--- config.mk ---
export PLATFORM = sky130hd
export DESIGN_NAME = smbt_burst_timer
export DESIGN_NICKNAME = d
export VERILOG_FILES = /design/src/rtl/smbt_pkg.sv /design/src/rtl/smbt_type_decode.sv /design/src/rtl/smbt_wait_counter.sv /design/src/rtl/smbt_burst_tracker.sv /design/src/rtl/smbt_burst_timer.sv
export SDC_FILE = /design/constraint.sdc
export NUM_CORES = 1
export LEC_CHECK = 0
export CELL_PAD_IN_SITES_DETAIL_PLACEMENT = 1
export CELL_PAD_IN_SITES_GLOBAL_PLACEMENT = 1
export CORE_AREA = 5 5 127 129
export CTS_BUF_LIST = sky130_fd_sc_hd__clkbuf_4
export CTS_CLUSTER_DIAMETER = 40
export DETAILED_ROUTE_END_ITERATION = 6
export DIE_AREA = 0 0 132 134
export PLACE_DENSITY_LB_ADDON = 0.2
export RECOVER_POWER = 50
export SLEW_MARGIN = 20
export SYNTH_ARGS = -nofsm -noshare
export SYNTH_HDL_FRONTEND = slang
export SYNTH_SLANG_ARGS = --single-unit
export TNS_END_PERCENT = 10
--- constraint.sdc ---
create_clock -name clk -period 2.04 [get_ports clk]
set_input_delay 0.204 -clock clk [delete_from_list [all_inputs] [get_ports clk]]
set_output_delay 0.204 -clock clk [all_outputs]
set_load 0.01 [all_outputs]
--- src/rtl/smbt_pkg.sv ---
package smbt_pkg;

    localparam int WIN_W   = 2;
    localparam int MAX_WIN = 3;

    localparam logic [2:0] DT_PLAIN  = 3'b000;
    localparam logic [2:0] DT_SRAM   = 3'b001;
    localparam logic [2:0] DT_BURST4 = 3'b010;
    localparam logic [2:0] DT_BURST8 = 3'b011;
    localparam logic [2:0] DT_VARLAT = 3'b100;

    typedef enum logic {
        PH_IDLE   = 1'b0,
        PH_ACCESS = 1'b1
    } phase_e;

endpackage

--- src/rtl/smbt_type_decode.sv ---
module smbt_type_decode
    import smbt_pkg::*;
(
    input  logic [2:0]       dev_type,
    output logic [WIN_W-1:0] win_bits
);

    // number of word-address bits that may advance inside a fast burst
    always_comb begin
        case (dev_type)
            DT_BURST4: win_bits = WIN_W'(2);
            DT_BURST8: win_bits = WIN_W'(3);
            default:   win_bits = '0;   // plain, SRAM, variable latency, unused codes
        endcase
    end

endmodule

--- src/rtl/smbt_wait_counter.sv ---
module smbt_wait_counter #(
    parameter int CNT_W = 4
) (
    input  logic             clk,
    input  logic             rst_n,
    input  logic             load,
    input  logic [CNT_W-1:0] load_val,
    output logic             at_zero
);

    logic [CNT_W-1:0] cnt_d, cnt_q;

    always_comb begin
        cnt_d = cnt_q;
        if (load) begin
            cnt_d = load_val;
        end else if (cnt_q != '0) begin
            cnt_d = cnt_q - CNT_W'(1);
        end
    end

    always_ff @(posedge clk or negedge rst_n) begin
        if (!rst_n) begin
            cnt_q <= '0;
        end else begin
            cnt_q <= cnt_d;
        end
    end

    assign at_zero = (cnt_q == '0);

endmodule

--- src/rtl/smbt_burst_tracker.sv ---
module smbt_burst_tracker
    import smbt_pkg::*;
#(
    parameter int WORD_W = 24
) (
    input  logic              clk,
    input  logic              rst_n,
    input  logic [WIN_W-1:0]  win_bits,
    input  logic              acc_take,
    input  logic              acc_write,
    input  logic [WORD_W-1:0] acc_word,
    output logic              seq_hit
);

    typedef struct packed {
        logic              valid;
        logic [WORD_W-1:0] last;
    } trk_t;

    trk_t trk_d, trk_q;

    logic [WORD_W-1:0] win_mask;
    logic [WORD_W-1:0] off_cur;
    logic [WORD_W-1:0] off_prev;
    logic              upper_same;
    logic              step_one;

    // window mask: the lowest win_bits word-address bits
    for (genvar i = 0; i < WORD_W; i++) begin : g_mask
        if (i < MAX_WIN) begin : g_live
            assign win_mask[i] = (win_bits > WIN_W'(i));
        end else begin : g_dead
            assign win_mask[i] = 1'b0;
        end
    end

    always_comb begin
        off_cur    = acc_word   & win_mask;
        off_prev   = trk_q.last & win_mask;
        upper_same = ((acc_word & ~win_mask) == (trk_q.last & ~win_mask));
        step_one   = (off_prev != win_mask) && (off_cur == off_prev + WORD_W'(1));
        seq_hit    = trk_q.valid && !acc_write && (win_bits != '0) && upper_same && step_one;
    end

    always_comb begin
        trk_d = trk_q;
        if (acc_take) begin
            trk_d.valid = !acc_write;   // a write ends any burst
            trk_d.last  = acc_word;
        end
    end

    always_ff @(posedge clk or negedge rst_n) begin
        if (!rst_n) begin
            trk_q <= '0;
        end else begin
            trk_q <= trk_d;
        end
    end

endmodule

--- src/rtl/smbt_burst_timer.sv ---
module smbt_burst_timer
    import smbt_pkg::*;
#(
    parameter int ADDR_W = 26,
    parameter int DATA_W = 32,
    parameter int WAIT_W = 4
) (
    input  logic              clk,
    input  logic              rst_n,
    input  logic [2:0]        cfg_type,
    input  logic [WAIT_W-1:0] cfg_first_wait,
    input  logic [WAIT_W-1:0] cfg_next_wait,
    input  logic              req_valid,
    input  logic              req_write,
    input  logic [ADDR_W-1:0] req_addr,
    input  logic [DATA_W-1:0] req_wdata,
    output logic              req_ready,
    output logic              rsp_burst,
    output logic [DATA_W-1:0] rsp_rdata,
    output logic              mem_cs_n,
    output logic              mem_oe_n,
    output logic              mem_we_n,
    output logic [ADDR_W-1:0] mem_addr,
    output logic [DATA_W-1:0] mem_wdata,
    input  logic [DATA_W-1:0] mem_rdata
);

    localparam int WORD_W = ADDR_W - 2;

    typedef struct packed {
        phase_e            ph;
        logic              wr;
        logic              fast;
        logic [ADDR_W-1:0] addr;
        logic [DATA_W-1:0] wdata;
        logic [DATA_W-1:0] rdata;
    } ctl_t;

    ctl_t ctl_d, ctl_q;

    logic [WIN_W-1:0]  win_bits;
    logic              seq_hit;
    logic              take;
    logic              cnt_zero;
    logic [WAIT_W-1:0] wait_sel;

    smbt_type_decode u_decode (
        .dev_type (cfg_type),
        .win_bits (win_bits)
    );

    smbt_burst_tracker #(
        .WORD_W (WORD_W)
    ) u_tracker (
        .clk       (clk),
        .rst_n     (rst_n),
        .win_bits  (win_bits),
        .acc_take  (take),
        .acc_write (req_write),
        .acc_word  (req_addr[ADDR_W-1:2]),
        .seq_hit   (seq_hit)
    );

    smbt_wait_counter #(
        .CNT_W (WAIT_W)
    ) u_wait (
        .clk      (clk),
        .rst_n    (rst_n),
        .load     (take),
        .load_val (wait_sel),
        .at_zero  (cnt_zero)
    );

    always_comb begin
        ctl_d    = ctl_q;
        take     = 1'b0;
        wait_sel = cfg_first_wait;
        case (ctl_q.ph)
            PH_IDLE: begin
                if (req_valid) begin
                    take        = 1'b1;
                    wait_sel    = seq_hit ? cfg_next_wait : cfg_first_wait;
                    ctl_d.ph    = PH_ACCESS;
                    ctl_d.wr    = req_write;
                    ctl_d.fast  = seq_hit;
                    ctl_d.addr  = req_addr;
                    ctl_d.wdata = req_wdata;
                end
            end
            PH_ACCESS: begin
                if (cnt_zero) begin
                    ctl_d.ph   = PH_IDLE;
                    ctl_d.fast = 1'b0;
                    if (!ctl_q.wr) begin
                        ctl_d.rdata = mem_rdata;
                    end
                end
            end
            default: ctl_d.ph = PH_IDLE;
        endcase
    end

    always_ff @(posedge clk or negedge rst_n) begin
        if (!rst_n) begin
            ctl_q <= '0;
        end else begin
            ctl_q <= ctl_d;
        end
    end

    assign req_ready = (ctl_q.ph == PH_ACCESS) && cnt_zero;
    assign rsp_burst = ctl_q.fast;
    assign rsp_rdata = ctl_q.rdata;
    assign mem_cs_n  = (ctl_q.ph != PH_ACCESS);
    assign mem_oe_n  = !((ctl_q.ph == PH_ACCESS) && !ctl_q.wr);
    assign mem_we_n  = !((ctl_q.ph == PH_ACCESS) && ctl_q.wr);
    assign mem_addr  = ctl_q.addr;
    assign mem_wdata = ctl_q.wdata;

endmodule

# == After elaboration in Yosys (flattened, before gate mapping) ==
# Cells that the tools add are included.
# totals
register_bits,122
elab_cells,60
input_bits,105
# classes
n_eq_ne,7
n_reduce_logical,19
n_addsub,2
bitwise_logic,7
order_cmp,3
n_mux,13
# op_table
operator,n
2-to-1 mux 61 bit,1
bitwise AND 24 bit,2
bitwise AND 24 x 3 -> 24 bit,2
equality test 24 bit,2
adder 24 x 1 -> 24 bit (second input constant),1
inequality test 24 x 3 -> 1 bit,1
inverter 3 -> 24 bit,1
2-to-1 mux 4 bit,5
logical AND 1 bit,8
equality test 3 x 2 -> 1 bit (second input constant),2
greater-than comparator 2 x 1 -> 1 bit (second input constant),2
zero test 1 bit,4
zero test 4 bit,1
2-to-1 mux 1 bit,4
one-hot mux 1 bit (2 select lines),2
one-hot mux 2 bit (2 select lines),1
AND reduction 2 bit,2
nonzero test 2 bit,2
nonzero test 4 bit,1
subtractor 4 x 1 -> 4 bit (second input constant),1
AND reduction 3 bit,1
greater-than comparator 2 bit (second input constant),1
inequality test 2 x 1 -> 1 bit (second input constant),1
inequality test 2 bit (second input constant),1
inverter 1 bit,2

# == Longest topological paths before layout ==
# Gate-level depths: netlist (run 1).
# depth
depth_word,12
depth_mapped,8
depth_no_buf,8

# == Hierarchy ==
# From an unflattened synthesis (run 1), not the netlist that was laid out.
# hier_totals
hier_cells,430
hier_area_um2,6129.6
# by_module_without_submodules
module,area_per_inst_um2,cells_per_inst,instances,seq_area_each_um2
smbt_burst_timer,4573.1,301,1,2327.2
smbt_burst_tracker,1307.5,105,1,625.6
smbt_wait_counter,234.0,22,1,100.1
smbt_type_decode,15.0,2,1,0.0

# == Worst setup path after synthesis (run 1) ==
# OpenSTA, ideal clock, no wires.
# synth_timing
path_type,flip-flop to flip-flop
from,register u_tracker.trk_q[0] in the netlist's numbering
to,register u_wait.cnt_q[1]
t_arrival_ps,1765
path_stages_with_launch,8
path_slack_ps,193
required_ps,1958
setup_ps,82
cell_sequence,dfrtp_1 and2_2 ha_1 xor2_1 nor4_1 and4_1 nand3_1 a31oi_1
# synth_between
elab_chain_len,9
# synth_lines
element,line,source
start: declaration,smbt_burst_tracker.sv:20,"trk_t trk_d, trk_q;"
start signal: assignment,smbt_burst_tracker.sv:57,trk_q <= trk_d;
bitwise AND 24 x 3 -> 24 bit,smbt_burst_tracker.sv:39,off_prev = trk_q.last & win_mask;
adder 24 x 1 -> 24 bit,smbt_burst_tracker.sv:41,step_one = (off_prev != win_mask) && (off_cur == off_prev + WORD_W'(1));
equality test 24 bit,smbt_burst_tracker.sv:41,
logical AND 1 bit,smbt_burst_tracker.sv:41,
logical AND 1 bit *,smbt_burst_tracker.sv:42,seq_hit = trk_q.valid && !acc_write && (win_bits != '0) && upper_same && step_one;
2-to-1 mux 4 bit *,smbt_burst_timer.sv:82,wait_sel = seq_hit ? cfg_next_wait : cfg_first_wait;
2-to-1 mux 4 bit *,smbt_burst_timer.sv:80,if (req_valid) begin
2-to-1 mux 4 bit *,smbt_burst_timer.sv:78,case (ctl_q.ph)
2-to-1 mux 4 bit *,smbt_wait_counter.sv:15,if (load) begin
end signal: assignment,smbt_wait_counter.sv:26,cnt_q <= cnt_d;
end: declaration,smbt_wait_counter.sv:11,"logic [CNT_W-1:0] cnt_d, cnt_q;"
# Every way passes the cells marked *; elsewhere a longest branch is shown, timed or not.
# A chain may end at the register's enable or synchronous reset.

# == Worst setup path in the final report (run 1) ==
# layout_timing
from,register u_tracker.trk_q[3] in the netlist's numbering
to,register u_wait.cnt_q[1]
# The elaborated chain is that of the path after synthesis.

==> metrics.md, run 1 <==
| Metric | Value |
|---|---|
| CTS root buf | clkbuf_4 |
| RR Startpoint | u_tracker.trk_q[3] |
| Detailed Place HPWL | 10,100 um |
| CP endpoint | u_wait.cnt_q[1] |
| Primary FF master, synth | dfrtp_1 |
| Tcrit/Tclk final | 92.2% |
| Total power | 8940 uW |
| Placed Cells | 794 |
| Initial detailed-routing violation count | 101 |
| Pwr dens | 1350 mW/mm^2 |
| # IOs | 200 |
| Worst Setup SP | u_tracker.trk_q[3] |
| Area grow syn2layout | 37.4% |
| WL per Instance | 16.0 um |
| Pre-Repair DR Iteration Count | 4 |
| Sequential fraction of the synthesis area | 50.8% |
| Post-synthesis simple-gate area fraction | 18.5% |
| Fin cells | 815 |
| Pre-CTS worst setup slack | -0.494 ns |
| Crit end category | flop |
| Hold slack final | 0.260 ns |
| Initial antenna violation count | 1 |
| Adder-cell share of the synthesized area | 0.518% |
| Crit path launch type | flop |
| Post-Syn Nets | 604 |
| GRT Util Overall | 14.9% |
| Vias in the first global route | 3,949 |
| Synthesized cell area | 0.00483 sq mm |
| Post-DR vias/cell | 4.42 |
| Via Count | 3,606 |
| Fmax | 0.532 GHz |
| Drt total wl | 13,000 um |
| First-pass GRT wire length | 21,200 um |
| PortBufs | 199 |
| Outcome | finished, final reports clean |
| Maximum vdd drop | 0.456 mV |
| Rows | 45 |
| Commonest non-fill, non-tap cell in the layout | clkdlybuf4s50_1 |
| Post-route setup TNS | 0 ns |
| Cells after Synth | 497 |
| LEAKAGE | 0.00298 uW |
| H-tree depth | 3 |
| Pin count of the biggest net entering global routing | 53 |
| Distinct cell type count after synthesis | 34 |
| Final Hold Viols | 0 |
| Mean area per synthesized cell | 9.72 sq um |
| Clock sinks | 98 |
| Final setup violation count | 0 |
| Crit path max fanout | 5 |
| CP Class | reg2reg |
| Largest family of logic cells by synthesized area | simple AND/OR/NAND/NOR gates |
| Most frequent cells in the layout | clkdlybuf4s50_1, nand2_1, dfrtp_1 |
| Critical Path RT | 2.37 ns |
| Fin crit period | 1.88 ns |
| Post-route ant nets | 0 |
| Multiplexer share of the synthesized area | 7.87% |
| Clock latency on the worst-skew pair | 0.44 ns |
| Worst min path class | in2reg |
| FF+latch count, synth | 98 |
| Core Box Area | 0.0149 sq mm |
| Slew headroom | 42.1% |
| PnR worst setup slack | 0.160 ns |
| Share of layout cells above drive strength 1 | 11.1% |
| Skew final | 0.0140 ns |
| CTS tree | yes |
| Async set or reset register ratio after synthesis | 100% |
| Clock slew at reported path FFs | 0.15 ns |
| Synth Area in Compound Gates | 1.63% |
| R2R depth | 5 |
| Die area | 0.0177 sq mm |
| Worst Max-Slew Pin Slew | 0.868 ns |
| Num CTS Buffers | 9 |
| XOR/XNOR share of the synthesized area | 4.69% |
| Maximum clock path buffer count | 2 |
| Final Wtd Congestion | 0.737 |
| CP Data Arrival Time | 2.21 ns |
| DRC viols | 0 |
| Max-cap violations | 0 |
| Die X | 132 um |
| Global route overflow | 0 |
| Post-synth EDFFs | 0 |
| RSZ-0062 raised after global routing | false |
| Die H | 134 um |
| FF-to-FF setup slack | 0.16 ns |
| Yosys warns | 0 |
| Nets@finish | 726 |
| Initial Util | 32.4% |
| RR Endpoint | u_wait.cnt_q[1] |
| Slew Viols, Final | 0 |
## cell usage after synthesis (2+ instances only)
cell | n | area share, %
nand4_1 | 3 | 0.39
mux2_2 | 23 | 5.4
nand2_1 | 181 | 14
mux2i_1 | 2 | 0.41
nor3b_2 | 2 | 0.52
dfrtp_1 | 98 | 51
nand3_1 | 8 | 0.83
ha_1 | 2 | 0.52
inv_1 | 5 | 0.39
mux2_1 | 9 | 2.1
o21ai_1 | 5 | 0.52
a31oi_1 | 4 | 0.52
xnor2_1 | 10 | 1.8
buf_4 | 93 | 14
xor2_1 | 14 | 2.5
clkbuf_1 | 12 | 0.93
nor4_1 | 3 | 0.39
nor2b_1 | 3 | 0.39
nor2_1 | 5 | 0.39
## per-layer routing
| metal | global-route usage [%] | up-vias | share of wire, % |
|---|---|---|---|
| li1 | - | 1733 | - |
| met1 | 18.0 | 1737 | 42 |
| met2 | 24.5 | 123 | 48 |
| met3 | 5.59 | 13 | 8.5 |
| met4 | 5.49 | 0 | 1.7 |
| met5 | 0 | - | 0 |
## kinds of logic after synthesis
logic type	count (synthesis)
XOR/XNOR	25
AND/OR/NAND/NOR	214
AO/OA/AOI/OAI	13
buffers and inverters	111
flip-flops	98
multiplexers	34
adder cells (fa/ha/maj)	2
## registers in the layout, summed over array words and instances (netlist names)
register and count:
ctl_q 2, rsp_rdata 32, rsp_burst 1, u_tracker.trk_q 15, u_wait.cnt_q 4, mem_addr 12
mem_wdata 32
## worst max-delay path, cell delays in order (launching register included)
cell and delay (ns):
dfrtp_1 0.45, xnor2_1 0.20, o2111ai_1 0.20, or4_4 0.62, o21ai_1 0.19, a31oi_1 0.11
## power breakdown
group          leakage, uW  internal (uW)  switching [uW]
combinational      0.00172           2590            1970
clock            0.0000574            247             666
sequential         0.00120           2870             587
## worst min path at each step
stage                     slack, ns  cells after the start           from       endpoint
final                          0.26                      3  req_wdata[26]  mem_wdata[26]
after global routing           0.22                      3   req_wdata[1]   mem_wdata[1]
after detailed placement       0.18                      1          rst_n  mem_wdata[10]
after global placement         0.19                      1          rst_n  mem_wdata[10]
after CTS                      0.19                      2          rst_n  mem_wdata[10]
after floorplan               -0.09                      0          rst_n      ctl_q[91]
## what timing repair did
item / 4_1_cts / 5_1_grt
cloned: 0 / 0
endpoints found under the setup margin: 4 / 6
gates resized for setup: 8 / 5
setup buffers: 0 / 1
pin swaps: 1 / 5
hold buffers: 1 / 0
hold endpoints to repair: 28 / 0
## final cells by class
| type | instances | area [sq um] |
|---|---|---|
| clock buffer | 9 | 67.6 |
| sequential | 98 | 2450 |
| timing repair buffer | 217 | 2160 |
| inverter | 5 | 18.8 |
| fill | 1672 | 8280 |
| multi-input combinational | 288 | 1650 |
| antenna | 3 | 7.51 |
| tap | 188 | 235 |
| clock inverter | 7 | 45.0 |
## per-stage QoR
step | util (%) | instance area [sq um]
finish | 44.5 | 6640
floorplan | - | 4830
global route | 44.5 | 6640
CTS | 44.4 | 6630
detailed placement | 43.5 | 6490
global placement | 43.5 | 6490
Power figures use the tool's default switching activity.
==> run 2, diff against run 1 <==
--- a/config.mk
+++ b/config.mk
@@ -5,6 +5,7 @@
 export SDC_FILE = /design/constraint.sdc
 export NUM_CORES = 1
 export LEC_CHECK = 0
+export CAP_MARGIN = 20
 export CELL_PAD_IN_SITES_DETAIL_PLACEMENT = 1
 export CELL_PAD_IN_SITES_GLOBAL_PLACEMENT = 1
 export CORE_AREA = 5 5 127 129
==> results of run 2 <==
Same layout as run 1: the final DEF is identical, and so are final timing and power.
==> run 3, diff against run 2 <==
==> constraint.sdc (replaced) <==
create_clock -name clk -period 1.85 [get_ports clk]
set_input_delay 0.185 -clock clk [delete_from_list [all_inputs] [get_ports clk]]
set_output_delay 0.185 -clock clk [all_outputs]
set_load 0.01 [all_outputs]
==> run 3 against run 2 <==
- the flow now finishes with violations (setup timing)
- critical path depth grew 4
- clock skew increased by 0.010 ns
- register-to-register slack worse by 0.19 ns
- sequential power rose by 11%
- largest cell class unchanged
- largest power group unchanged
==> metrics.md, run 3 (synthesized netlist as in run 1, its figures left out) <==
| Metric | Value |
|---|---|
| CP max stage cell | dfrtp_1 |
| CP Data Arrival Time | 2.22 ns |
| Tcrit/Tclk final | 102% |
| Share of layout cells above drive strength 1 | 16.9% |
| Switch Pwr | 3790 uW |
| Slew Viols, Final | 0 |
| Pin count of the biggest net entering global routing | 53 |
| PortBufs | 199 |
| # IOs | 200 |
| Pwr dens | 1540 mW/mm^2 |
| Delay-heaviest family, CP | buffers and inverters |
| Maximum vdd drop | 0.548 mV |
| Vias in the first global route | 4,115 |
| Violated checks | setup timing |
| Slew headroom | 30.1% |
| Skew final | 0.0243 ns |
| Comb pwr share | 52.3% |
| RR Startpoint | u_wait.cnt_q[1] |
| RR Endpoint | rsp_rdata[7] |
| Crit path max fanout | 8 |
| Most frequent cells in the layout | clkdlybuf4s50_1, nand2_1, dfrtp_1 |
| Drt total wl | 13,900 um |
| Most used cell, CP | buf_12 |
| Final Hold Viols | 0 |
| Post-DR vias/cell | 4.41 |
| Fmax | 0.532 GHz |
| Rows | 45 |
| Nets@finish | 748 |
| Initial antenna violation count | 0 |
| First-pass GRT wire length | 22,100 um |
| Global route overflow | 0 |
| RSZ-0062 raised after global routing | true |
| Die X | 132 um |
| DRC viols | 0 |
| Num CTS Buffers | 9 |
| Pint | 7090 uW |
| Final Wtd Congestion | 0.753 |
| Pre-Repair DR Iteration Count | 4 |
| Hold Path Depth | 3 |
| H-tree depth | 3 |
| PnR worst setup slack | -0.0279 ns |
| CTS tree | yes |
| CP Class | reg2reg |
| Initial detailed-routing violation count | 122 |
| Worst Max-Slew Pin Slew | 1.05 ns |
| Die area | 0.0177 sq mm |
| Die H | 134 um |
| Detailed Place HPWL | 10,300 um |
| Commonest non-fill, non-tap cell in the layout | clkdlybuf4s50_1 |
| Max-cap violations | 0 |
| Worst hold start | req_wdata[18] |
| Fin crit period | 1.88 ns |
| Critical Path RT | 2.19 ns |
| Buf+Inv Stages, Crit Path | 4 |
| Area grow syn2layout | 46.1% |
| Clock share of power | 12.3% |
| Total power | 10,900 uW |
| Final non-filler cell area | 0.00706 sq mm |
| Final core occ | 47.3% |
| Initial Util | 32.4% |
| Crit path launch type | flop |
| Outcome | complete, but fails checks |
| Via Count | 3,680 |
| Maximum clock path buffer count | 2 |
| LEAKAGE | 0.00323 uW |
| Clock slew at reported path FFs | 0.17 ns |
| Final setup violation count | 17 |
| Hold Path End | mem_wdata[18] |
| Post-route ant nets | 0 |
| Placed cell area | 0.00657 sq mm |
| GRT Util Overall | 15.4% |
| CTS root buf | clkbuf_4 |
| Filler cells | 1,645 |
| Register share of total power | 35.4% |
| Core Box Area | 0.0149 sq mm |
| Clock sinks | 98 |
| R2R depth | 9 |
| WL per Instance | 16.6 um |
| Highest cell delay on the worst timing path | 0.41 ns |
| Antenna diodes | 0 |
| Crit end category | flop |
| Clock latency on the worst-skew pair | 0.46 ns |
| Worst min path class | in2reg |
| FF-to-FF setup slack | -0.03 ns |
| Critical path cell sequence | inv_2 > ha_4 > nor3b_4 > nand2_2 > buf_6 > nor2_4 > buf_12 > buf_12 > mux2_4 |
| Net Sw Frac | 34.8% |
==> run 3: cell types whose count changed in the layout (fill, tap and decap cells not counted), sizes merged <==
cell	previous run	this run
diode	3	0
dlygate4sd2	0	3
clkbuf	12	13
clkinv	4	1
clkdlybuf4s50	197	194
bufinv	0	2
buf	16	37
inv	6	7
==> run 3: metal layers <==
| metal | up-vias | global-route usage [%] | routed length, um |
|---|---|---|---|
| met2 | 123 | 25.9 | 6680 |
| met4 | 0 | 4.63 | 138 |
| met3 | 8 | 5.55 | 1090 |
| met5 | - | 0 | 0 |
| li1 | 1769 | - | - |
| met1 | 1780 | 18.6 | 5970 |
==> run 3: repair_timing <==
action / 4_1_cts / 5_1_grt
gates cloned: 3 / 0
resized for setup: 43 / 22
hold buffers: 1 / 0
buffers inserted: 11 / 0
setup endpoints to repair: 25 / 38
pin swaps: 9 / 4
endpoints found under the hold margin: 98 / 0
==> run 3: how the worst max path moves through the flow <==
| stage | from | endpoint | depth (start not counted) |
|---|---|---|---|
| global placement | cfg_type[1] | u_wait.cnt_q[3] | 9 |
| detailed placement | cfg_type[1] | u_wait.cnt_q[3] | 9 |
| floorplan | u_tracker.trk_q[0] | u_wait.cnt_q[1] | 7 |
| finish | u_wait.cnt_q[1] | rsp_rdata[7] | 9 |
| CTS | u_wait.cnt_q[1] | rsp_rdata[3] | 10 |
| global route | u_wait.cnt_q[1] | rsp_rdata[8] | 9 |
==> run 3: metrics by stage <==
step	cells	hold WS [ns]	setup slack [ns]	setup TNS [ns]
floorplan	497	-0.111	0.00297	0
global placement	805	0.0917	-0.492	-2.41
detailed placement	805	0.0898	-0.580	-2.80
CTS	836	0.0969	-0.0653	-0.743
global route	834	0.192	-0.113	-2.43
finish	834	0.234	-0.0279	-0.234
==> run 3: final cells by class <==
type / count / area (sq um) / area share (%)
Clock buffer: 9 / 67.6 / 0.957
Multi-Input combinational cell: 288 / 1800 / 25.4
Timing Repair Buffer: 239 / 2380 / 33.8
Tap cell: 188 / 235 / 3.33
Inverter: 5 / 21.3 / 0.301
Sequential cell: 98 / 2450 / 34.7
Clock inverter: 7 / 101 / 1.44
==> run 3: worst register-to-register path: stages, from the launching register on <==
cell and delay, ns:
dfrtp_1 0.41, inv_2 0.09, ha_4 0.14, nor3b_4 0.20, nand2_2 0.10, buf_6 0.13, nor2_4 0.12, buf_12 0.15
buf_12 0.14, mux2_4 0.31
==> run 3: power by group through the flow <==
| stage | sequential [uW] | clock, uW | combinational (uW) |
|---|---|---|---|
| global route | 4000 | 1480 | 6160 |
| CTS | 3860 | 1390 | 5700 |
| floorplan | 3710 | 0 | 3520 |
| global placement | 3820 | 0 | 5080 |
| detailed placement | 3880 | 0 | 5210 |
| finish | 3850 | 1340 | 5680 |
